--- src/rtl/gpio_pair_pkg.sv ---
package gpio_pair_pkg;

  // Register offsets; the output and input offsets are fixed by software.
  localparam int OFS_OUT0   = 'h0;
  localparam int OFS_OUT1   = 'h1;
  localparam int OFS_DIR0   = 'h2;
  localparam int OFS_DIR1   = 'h3;
  localparam int OFS_IN0    = 'h8;
  localparam int OFS_IN1    = 'h9;
  localparam int OFS_INDIS0 = 'hA;

  typedef struct packed {
    logic wrOut0;
    logic wrOut1;
    logic wrDir0;
    logic wrDir1;
    logic wrInDis0;
  } gpioStrobe_t;

  typedef enum logic [2:0] {
    SEL_NONE,
    SEL_OUT0,
    SEL_OUT1,
    SEL_DIR0,
    SEL_DIR1,
    SEL_IN0,
    SEL_IN1,
    SEL_INDIS0
  } gpioRdSel_t;

endpackage

--- src/rtl/gpio_pair_ctrl.sv ---
module gpio_pair_ctrl
  import gpio_pair_pkg::*;
#(
  parameter int ADDR_W = 4
) (
  input  logic              clk,
  input  logic              rstN,
  input  logic [ADDR_W-1:0] busAddr,
  input  logic              busWrEn,
  output gpioStrobe_t       stb,
  output gpioRdSel_t        rdSel
);

  logic hitOut0, hitOut1, hitDir0, hitDir1, hitIn0, hitIn1, hitInDis0;

  always_comb begin
    hitOut0   = (busAddr == ADDR_W'(OFS_OUT0));
    hitOut1   = (busAddr == ADDR_W'(OFS_OUT1));
    hitDir0   = (busAddr == ADDR_W'(OFS_DIR0));
    hitDir1   = (busAddr == ADDR_W'(OFS_DIR1));
    hitIn0    = (busAddr == ADDR_W'(OFS_IN0));
    hitIn1    = (busAddr == ADDR_W'(OFS_IN1));
    hitInDis0 = (busAddr == ADDR_W'(OFS_INDIS0));
  end

  always_comb begin
    stb.wrOut0   = busWrEn & hitOut0;
    stb.wrOut1   = busWrEn & hitOut1;
    stb.wrDir0   = busWrEn & hitDir0;
    stb.wrDir1   = busWrEn & hitDir1;
    stb.wrInDis0 = busWrEn & hitInDis0;
  end

  always_comb begin
    rdSel = SEL_NONE;
    if (hitOut0)        rdSel = SEL_OUT0;
    else if (hitOut1)   rdSel = SEL_OUT1;
    else if (hitDir0)   rdSel = SEL_DIR0;
    else if (hitDir1)   rdSel = SEL_DIR1;
    else if (hitIn0)    rdSel = SEL_IN0;
    else if (hitIn1)    rdSel = SEL_IN1;
    else if (hitInDis0) rdSel = SEL_INDIS0;
  end


  one_strobe_chk: assert property (@(posedge clk) disable iff (!rstN)
    $onehot0(stb));


  read_only_wr_chk: assert property (@(posedge clk) disable iff (!rstN)
    (busWrEn && (busAddr == ADDR_W'(OFS_IN0) || busAddr == ADDR_W'(OFS_IN1)))
      |-> (stb == '0));

endmodule

--- src/rtl/gpio_pair_dp.sv ---
module gpio_pair_dp
  import gpio_pair_pkg::*;
#(
  parameter int P0_W        = 8,
  parameter int P1_W        = 4,
  parameter int DATA_W      = 8,
  parameter int SYNC_STAGES = 2
) (
  input  logic              clk,
  input  logic              rstN,
  input  gpioStrobe_t       stb,
  input  gpioRdSel_t        rdSel,
  input  logic [DATA_W-1:0] wrData,
  output logic [DATA_W-1:0] rdData,
  input  logic [P0_W-1:0]   p0PinIn,
  output logic [P0_W-1:0]   p0PinOut,
  output logic [P0_W-1:0]   p0OutEn,
  output logic [P0_W-1:0]   p0PullUp,
  input  logic [P1_W-1:0]   p1PinIn,
  output logic [P1_W-1:0]   p1PinOut,
  output logic [P1_W-1:0]   p1OutEn,
  output logic [P1_W-1:0]   p1PullUp
);

  localparam int LAST = SYNC_STAGES - 1;

  logic [P0_W-1:0] out0Reg, dir0Reg, inDis0Reg;
  logic [P1_W-1:0] out1Reg, dir1Reg;
  logic [P0_W-1:0] sync0 [SYNC_STAGES];
  logic [P1_W-1:0] sync1 [SYNC_STAGES];
  logic [P0_W-1:0] in0Seen;
  logic [1:0]      upCnt;

  // Configuration registers
  always_ff @(posedge clk or negedge rstN) begin
    if (!rstN) begin
      out0Reg   <= '1;
      out1Reg   <= '1;
      dir0Reg   <= '0;
      dir1Reg   <= '0;
      inDis0Reg <= '0;
    end else begin
      if (stb.wrOut0)   out0Reg   <= wrData[P0_W-1:0];
      if (stb.wrOut1)   out1Reg   <= wrData[P1_W-1:0];
      if (stb.wrDir0)   dir0Reg   <= wrData[P0_W-1:0];
      if (stb.wrDir1)   dir1Reg   <= wrData[P1_W-1:0];
      if (stb.wrInDis0) inDis0Reg <= wrData[P0_W-1:0];
    end
  end

  // Input synchronizer chains
  always_ff @(posedge clk or negedge rstN) begin
    if (!rstN) begin
      for (int i = 0; i < SYNC_STAGES; i++) begin
        sync0[i] <= '0;
        sync1[i] <= '0;
      end
    end else begin
      sync0[0] <= p0PinIn;
      sync1[0] <= p1PinIn;
      for (int i = 1; i < SYNC_STAGES; i++) begin
        sync0[i] <= sync0[i-1];
        sync1[i] <= sync1[i-1];
      end
    end
  end

  // Cycles since reset, saturating; used only by the checks below
  always_ff @(posedge clk or negedge rstN) begin
    if (!rstN)             upCnt <= '0;
    else if (upCnt != 2'd2) upCnt <= upCnt + 2'd1;
  end

  // Pad control: output bit doubles as pullup enable for inputs
  always_comb begin
    p0PinOut = out0Reg;
    p0OutEn  = dir0Reg;
    p0PullUp = out0Reg & ~dir0Reg;
    p1PinOut = out1Reg;
    p1OutEn  = dir1Reg;
    p1PullUp = out1Reg & ~dir1Reg;
  end

  assign in0Seen = sync0[LAST] & ~inDis0Reg;

  always_comb begin
    unique case (rdSel)
      SEL_OUT0:   rdData = DATA_W'(out0Reg);
      SEL_OUT1:   rdData = DATA_W'(out1Reg);
      SEL_DIR0:   rdData = DATA_W'(dir0Reg);
      SEL_DIR1:   rdData = DATA_W'(dir1Reg);
      SEL_IN0:    rdData = DATA_W'(in0Seen);
      SEL_IN1:    rdData = DATA_W'(sync1[LAST]);
      SEL_INDIS0: rdData = DATA_W'(inDis0Reg);
      default:    rdData = '0;
    endcase
  end


  out0_wr_chk: assert property (@(posedge clk) disable iff (!rstN)
    stb.wrOut0 |=> (out0Reg == $past(wrData[P0_W-1:0])));


  dir_keeps_out_chk: assert property (@(posedge clk) disable iff (!rstN)
    (stb.wrDir0 || stb.wrDir1) |=> ($stable(out0Reg) && $stable(out1Reg)));


  no_pull_drive_chk: assert property (@(posedge clk) disable iff (!rstN)
    ((p0PullUp & p0OutEn) == '0) && ((p1PullUp & p1OutEn) == '0));


  in_gate_chk: assert property (@(posedge clk) disable iff (!rstN)
    (rdSel == SEL_IN0) |-> ((rdData[P0_W-1:0] & inDis0Reg) == '0));

  generate
    if (SYNC_STAGES == 2) begin : gSyncChk

      sync_lag_chk: assert property (@(posedge clk) disable iff (!rstN)
        (upCnt == 2'd2) |-> (sync0[LAST] == $past(p0PinIn, 2)));
    end
  endgenerate

endmodule

--- src/rtl/gpio_pair_regs.sv ---
module gpio_pair_regs
  import gpio_pair_pkg::*;
#(
  parameter int ADDR_W      = 4,
  parameter int DATA_W      = 8,
  parameter int P0_W        = 8,
  parameter int P1_W        = 4,
  parameter int SYNC_STAGES = 2
) (
  input  logic              clk,
  input  logic              rstN,
  input  logic [ADDR_W-1:0] busAddr,
  input  logic              busWrEn,
  input  logic [DATA_W-1:0] busWrData,
  output logic [DATA_W-1:0] busRdData,
  input  logic [P0_W-1:0]   p0PinIn,
  output logic [P0_W-1:0]   p0PinOut,
  output logic [P0_W-1:0]   p0OutEn,
  output logic [P0_W-1:0]   p0PullUp,
  input  logic [P1_W-1:0]   p1PinIn,
  output logic [P1_W-1:0]   p1PinOut,
  output logic [P1_W-1:0]   p1OutEn,
  output logic [P1_W-1:0]   p1PullUp
);

  gpioStrobe_t stb;
  gpioRdSel_t  rdSel;

  gpio_pair_ctrl #(.ADDR_W(ADDR_W)) uCtrl (
    .clk     (clk),
    .rstN    (rstN),
    .busAddr (busAddr),
    .busWrEn (busWrEn),
    .stb     (stb),
    .rdSel   (rdSel)
  );

  gpio_pair_dp #(
    .P0_W        (P0_W),
    .P1_W        (P1_W),
    .DATA_W      (DATA_W),
    .SYNC_STAGES (SYNC_STAGES)
  ) uDp (
    .clk      (clk),
    .rstN     (rstN),
    .stb      (stb),
    .rdSel    (rdSel),
    .wrData   (busWrData),
    .rdData   (busRdData),
    .p0PinIn  (p0PinIn),
    .p0PinOut (p0PinOut),
    .p0OutEn  (p0OutEn),
    .p0PullUp (p0PullUp),
    .p1PinIn  (p1PinIn),
    .p1PinOut (p1PinOut),
    .p1OutEn  (p1OutEn),
    .p1PullUp (p1PullUp)
  );

endmodule

--- config.mk ---
export PLATFORM = sky130hd
export DESIGN_NAME = gpio_pair_regs
export DESIGN_NICKNAME = d
export VERILOG_FILES = /design/src/rtl/gpio_pair_pkg.sv /design/src/rtl/gpio_pair_ctrl.sv /design/src/rtl/gpio_pair_dp.sv /design/src/rtl/gpio_pair_regs.sv
export SDC_FILE = /design/constraint.sdc
export NUM_CORES = 1
export LEC_CHECK = 0
export BUFFER_PORTS_ARGS = -buffer_cell sky130_fd_sc_hd__clkbuf_2
export CAP_MARGIN = 10
export CORE_ASPECT_RATIO = 1.25
export CORE_MARGIN = 5
export CORE_UTILIZATION = 24
export CTS_CLUSTER_DIAMETER = 30
export DETAILED_ROUTE_END_ITERATION = 10
export PLACE_DENSITY = 0.46
export SETUP_SLACK_MARGIN = 0.05
export SLEW_MARGIN = 20
export SYNTH_ARGS = -nofsm -noshare
export SYNTH_HDL_FRONTEND = slang
export SYNTH_SLANG_ARGS = --single-unit
--- constraint.sdc ---
create_clock -name clk -period 1.8 [get_ports clk]
set_input_delay 0.18 -clock clk [delete_from_list [all_inputs] [get_ports clk]]
set_output_delay 0.18 -clock clk [all_outputs]
set_load 0.03 [all_outputs]
# Word-level counts from Yosys, hierarchy flattened
# Index checks and enable logic that the tools add are counted.
# word_totals
reg_bits,56
inputBits,27
output_inout_bits,44
word_cells,42
# op_classes
n_eq_ne,13
n_mux,8
bitwise,11
reduce_logical,1
# op_table
cell,count
$pmux W8 S7,1
$mux W3,7
$and A8 B8 Y8,2
$not A8 Y8,2
$eq A3 B3 Y1 const B,4
$eq A4 B4 Y1 const B,3
$eq A4 B2 Y1 const B,2
$eq A3 B2 Y1 const B,2
$and A1 B1 Y1,5
$and A4 B4 Y4,1
$eq A4 B1 Y1 const B,1
$logic_not A4 Y1,1
$not A4 Y4,1
$eq A3 B1 Y1 const B,1

# Depth between registers and ports, before layout
# depth
word_depth,10
ltp_mapped,6
mapped_depth_nobuf,3

# Hierarchy
# From an unflattened synthesis, not the netlist that was laid out.
# unflattened
hier_cells,171
area_unflattened_um2,2409.8
# modules_own_cells
mod,n_inst,cells_per_inst,area_each_um2,seq_area_each_um2
gpio_pair_dp,1,157,2289.7,1416.4
gpio_pair_ctrl,1,14,120.1,0.0

# Least setup slack after synthesis
# OpenSTA, ideal clock, no wires.
# synth_path
kind,register -> output
start,"reg uDp.out0Reg[1], in the netlist uDp.p0PinOut[1]"
end,out busRdData[1]
t_arrival_ns,1.874
t_required_ns,1.620
slack_ns,-0.254
path_stages_with_launch,3
n_path_buf,0
path_cell_list,dfstp_2 -> a22oi_1 -> o311ai_0
# synth_via
elab_chain_cells,1
# synth_rtl
item,line_no,source
start: declaration,gpio_pair_dp.sv:27,"logic [P0_W-1:0] out0Reg, dir0Reg, inDis0Reg;"
start signal: assignment,gpio_pair_dp.sv:43,if (stb.wrOut0) out0Reg <= wrData[P0_W-1:0];
$pmux W8 S7,gpio_pair_dp.sv:87,unique case (rdSel)
end: declaration,gpio_pair_regs.sv:15,"output logic [DATA_W-1:0] busRdData,"
# No other way between the ends.

# Final worst setup path
# layout_path
start,"reg uDp.dir1Reg[0], in the netlist uDp.p1OutEn[0]"
end,out busRdData[0]
# layout_via
elab_chain_cells,1
# layout_rtl
item,line_no,source
start: declaration,gpio_pair_dp.sv:28,"logic [P1_W-1:0] out1Reg, dir1Reg;"
start signal: assignment,gpio_pair_dp.sv:46,if (stb.wrDir1) dir1Reg <= wrData[P1_W-1:0];
$pmux W8 S7,gpio_pair_dp.sv:87,
# No other way between the ends.

==> summary.txt <==
Final Max Slew Viols - 0
number of global-route vias before repair - 1,850
crit-path leading delay family - flip-flops
global-route wire length before repair - 10,080 um
Int Pwr - 2.528 mW
DR vias - 1,712
Distinct cells, synth - 28
Syn Area/Cell - 13.92 um^2
final instance area - 3274 um^2
RSZ-0062 raised after global routing - true
Post-Place Cell Area - 2932 um^2
worst-margin pin slew - 0.4496 ns
n_diodes - 0
first drt pass iteration count - 3
total CTS buffers - 5
power density cells - 1166 nW/um^2
number of I/O port buffers - 70
DIE AREA - 11,890 um^2
Layout Nets - 294
Final period util - 94.03%
weighted congestion at the end of routability-driven global placement - 0.6880
Seq/Total Area, Yosys - 60.21%
clock sink count - 56
worst skew pair latency - 0.29 ns
Leak - 1.487 nW
Post-DP HPWL - 4644 um
Switching Share - 33.80%
CTS clk-pin slew, worst paths - 0.06 ns
HP Start - p0PinIn[1]
area leader, netlist - dfrtp_1
critical path's largest stage delay - 0.39 ns
initial core utilization - 24.48%
final WL - 6198 um
remaining antenna violation count - 0
H-tree Lvls - 2
#FFs+latches synth - 56
Reg power frac - 43.9%
main area contributors after synthesis - dfrtp_1 (47%), mux2_2 (18%), dfstp_2 (13%)
area of the mapped netlist - 2352 um^2
status - complete, no violations
CTS root buf - clkbuf_16
CP arrival - 1.51 ns
clk buf depth - 2
core area - 9609 um^2
Die X - 98.55 um
routed len/inst - 15.73 um
max-capacitance violation count - 0
I/O pin total - 71
total power - 3.819 mW
Congestion Overflow GR - 0
most common cell after layout, fill and taps aside - clkbuf_2
Worst Path Required - 1.62 ns
critical path, cell by cell - mux2_2 -> a32oi_2 -> o221ai_2 -> clkbuf_4
drt drc - 0
Fin. Hold Viols - 0
Die H - 120.7 um
Net Switching - 1.291 mW
number of placement rows - 40
critical path type - flip-flop to output pin
Max VDD drop - 0.4962 mV
CP Capture Type - output pin
Cells after Synth - 169
commonest non-fill, non-tap cells in the layout - clkbuf_2 (67), dfrtp_1 (44), mux2_2 (38), buf_4 (17), nor2b_1 (14)
setup TNS - 0 ns
Reg2Reg Launch Point - uDp.p0OutEn[0]
final setup vio count - 0
pin count of the biggest net entering global routing - 57
Max-slew headroom - 69.95%
Gate power share - 29.7%
CTS tree - yes
HP Class - primary input to flip-flop
yosys warns - 0
CP Max Fanout - 3
Crit. Startpoint - uDp.p1OutEn[0]
CP startpoint kind - flip-flop
Area Overhead vs Synth - 39.20%
clk_skew - 0.003904 ns
routed vias/inst - 4.345
Clock power frac - 26.3%
CP Buf/Inv Count - 1
Synth top area share - 46.81%
Syn Nets - 196
aggregate global-route resource usage - 10.78%
Slowest cell on crit path - dfrtp_1
1st-iter DRT viols - 45
Max Clk Rate - 590.8 MHz
initial antenna violation count - 0
share of cells above drive strength 1 - 56.72%
Fillers - 988
min cycle time layout - 1.693 ns
[power groups by stage]
stage | clock [mW] | sequential [mW] | combinational, mW
2_1_floorplan | 0 | 1.91 | 0.485
3_3_place_gp | 0 | 1.71 | 1.08
3_5_place_dp | 0 | 1.71 | 1.09
4_1_cts | 1.04 | 1.68 | 1.14
5_1_grt | 1.09 | 1.71 | 1.22
6_report | 1.01 | 1.68 | 1.14
[layer usage]
metal  global-route usage, %  vias to the layer above  routed length (um)
met3                   2.193                        6                 237
li1                        -                      813                   -
met1                   13.98                      847                2803
met2                   17.47                       46                3041
met4                   4.441                        0                 116
met5                       0                        -                   0
[kinds of logic (layout without fill, tap and decap cells)]
kind of cell / count (synthesis) / in the layout / share of synthesized area [%]
AOI/OAI and AO/OA: 22 / 22 / 7.553
buffers and inverters: 12 / 111 / 2.606
DFF: 56 / 56 / 60.21
muxes: 40 / 40 / 19.04
and+or+nand+nor: 39 / 39 / 10.59
[sequential cells by signal (all words and copies together) (netlist names)]
| signal | count |
|---|---|
| uDp.sync1 | 8 |
| uDp.inDis0Reg | 8 |
| uDp.p1OutEn | 4 |
| uDp.p0PinOut | 8 |
| uDp.p0OutEn | 8 |
| uDp.sync0 | 16 |
| uDp.p1PinOut | 4 |
[what timing repair did]
action | 4_1_cts | 5_1_grt
setup buffers | 2 | 1
setup endpoints to repair | 3 | 6
gates resized for setup | 5 | 5
hold buffers | 11 | 1
hold endpoints to repair | 54 | 1
[worst register-to-register path, cell delays in order (launching register included)]
cell     delay (ns)
dfrtp_1        0.39
buf_4          0.15
mux2_2         0.26
[Yosys cell counts (all sizes together)]
library cell and n:
a32oi 8, nor3b 3, a22oi 6, o221ai 2
nor2b 15, o21ai 2, or2 1, and2 2
clkbuf 2, nor2 4, nor4b 1, inv 4
and4b 1, nand2 2, buf 6, o311ai 4
dfrtp 44, and3 1, mux2i 2, nand3 4
nand2b 1, nand3b 3, nor4 1, mux2 38
dfstp 12
[final timing paths]
kind	to	cells after the start	slack, ns
max	busRdData[0]	4	0.11
min	uDp.sync0[9]	1	0.01
max reg2reg	uDp.p0OutEn[0]	2	0.89
min reg2reg	uDp.sync0[5]	0	0.35
max in group asynchronous	uDp.p0PinOut[2]	3	1.07
min in group asynchronous	uDp.sync1[7]	3	0.43
[layout make-up]
type	count	area (um^2)	area share [%]
well taps	126	157.7	4.815
repair buffers	99	615.6	18.80
inverters	4	15.01	0.4585
multi-input cells	101	913.4	27.89
clock buffers	8	156.4	4.776
flip-flops and latches	56	1416	43.26
[metrics by stage]
stage	instances	setup slack (ns)	utilization [%]	hold slack (ns)
after floorplan	169	0.1069	-	-0.1156
after global placement	371	0.1206	30.51	0.2060
final	394	0.1075	34.08	0.01115
after detailed placement	371	0.09988	30.51	0.2108
after CTS	392	0.05223	33.70	0.001935
after global routing	394	0.02921	34.08	0.002778
(Power assumes the default switching activity.)
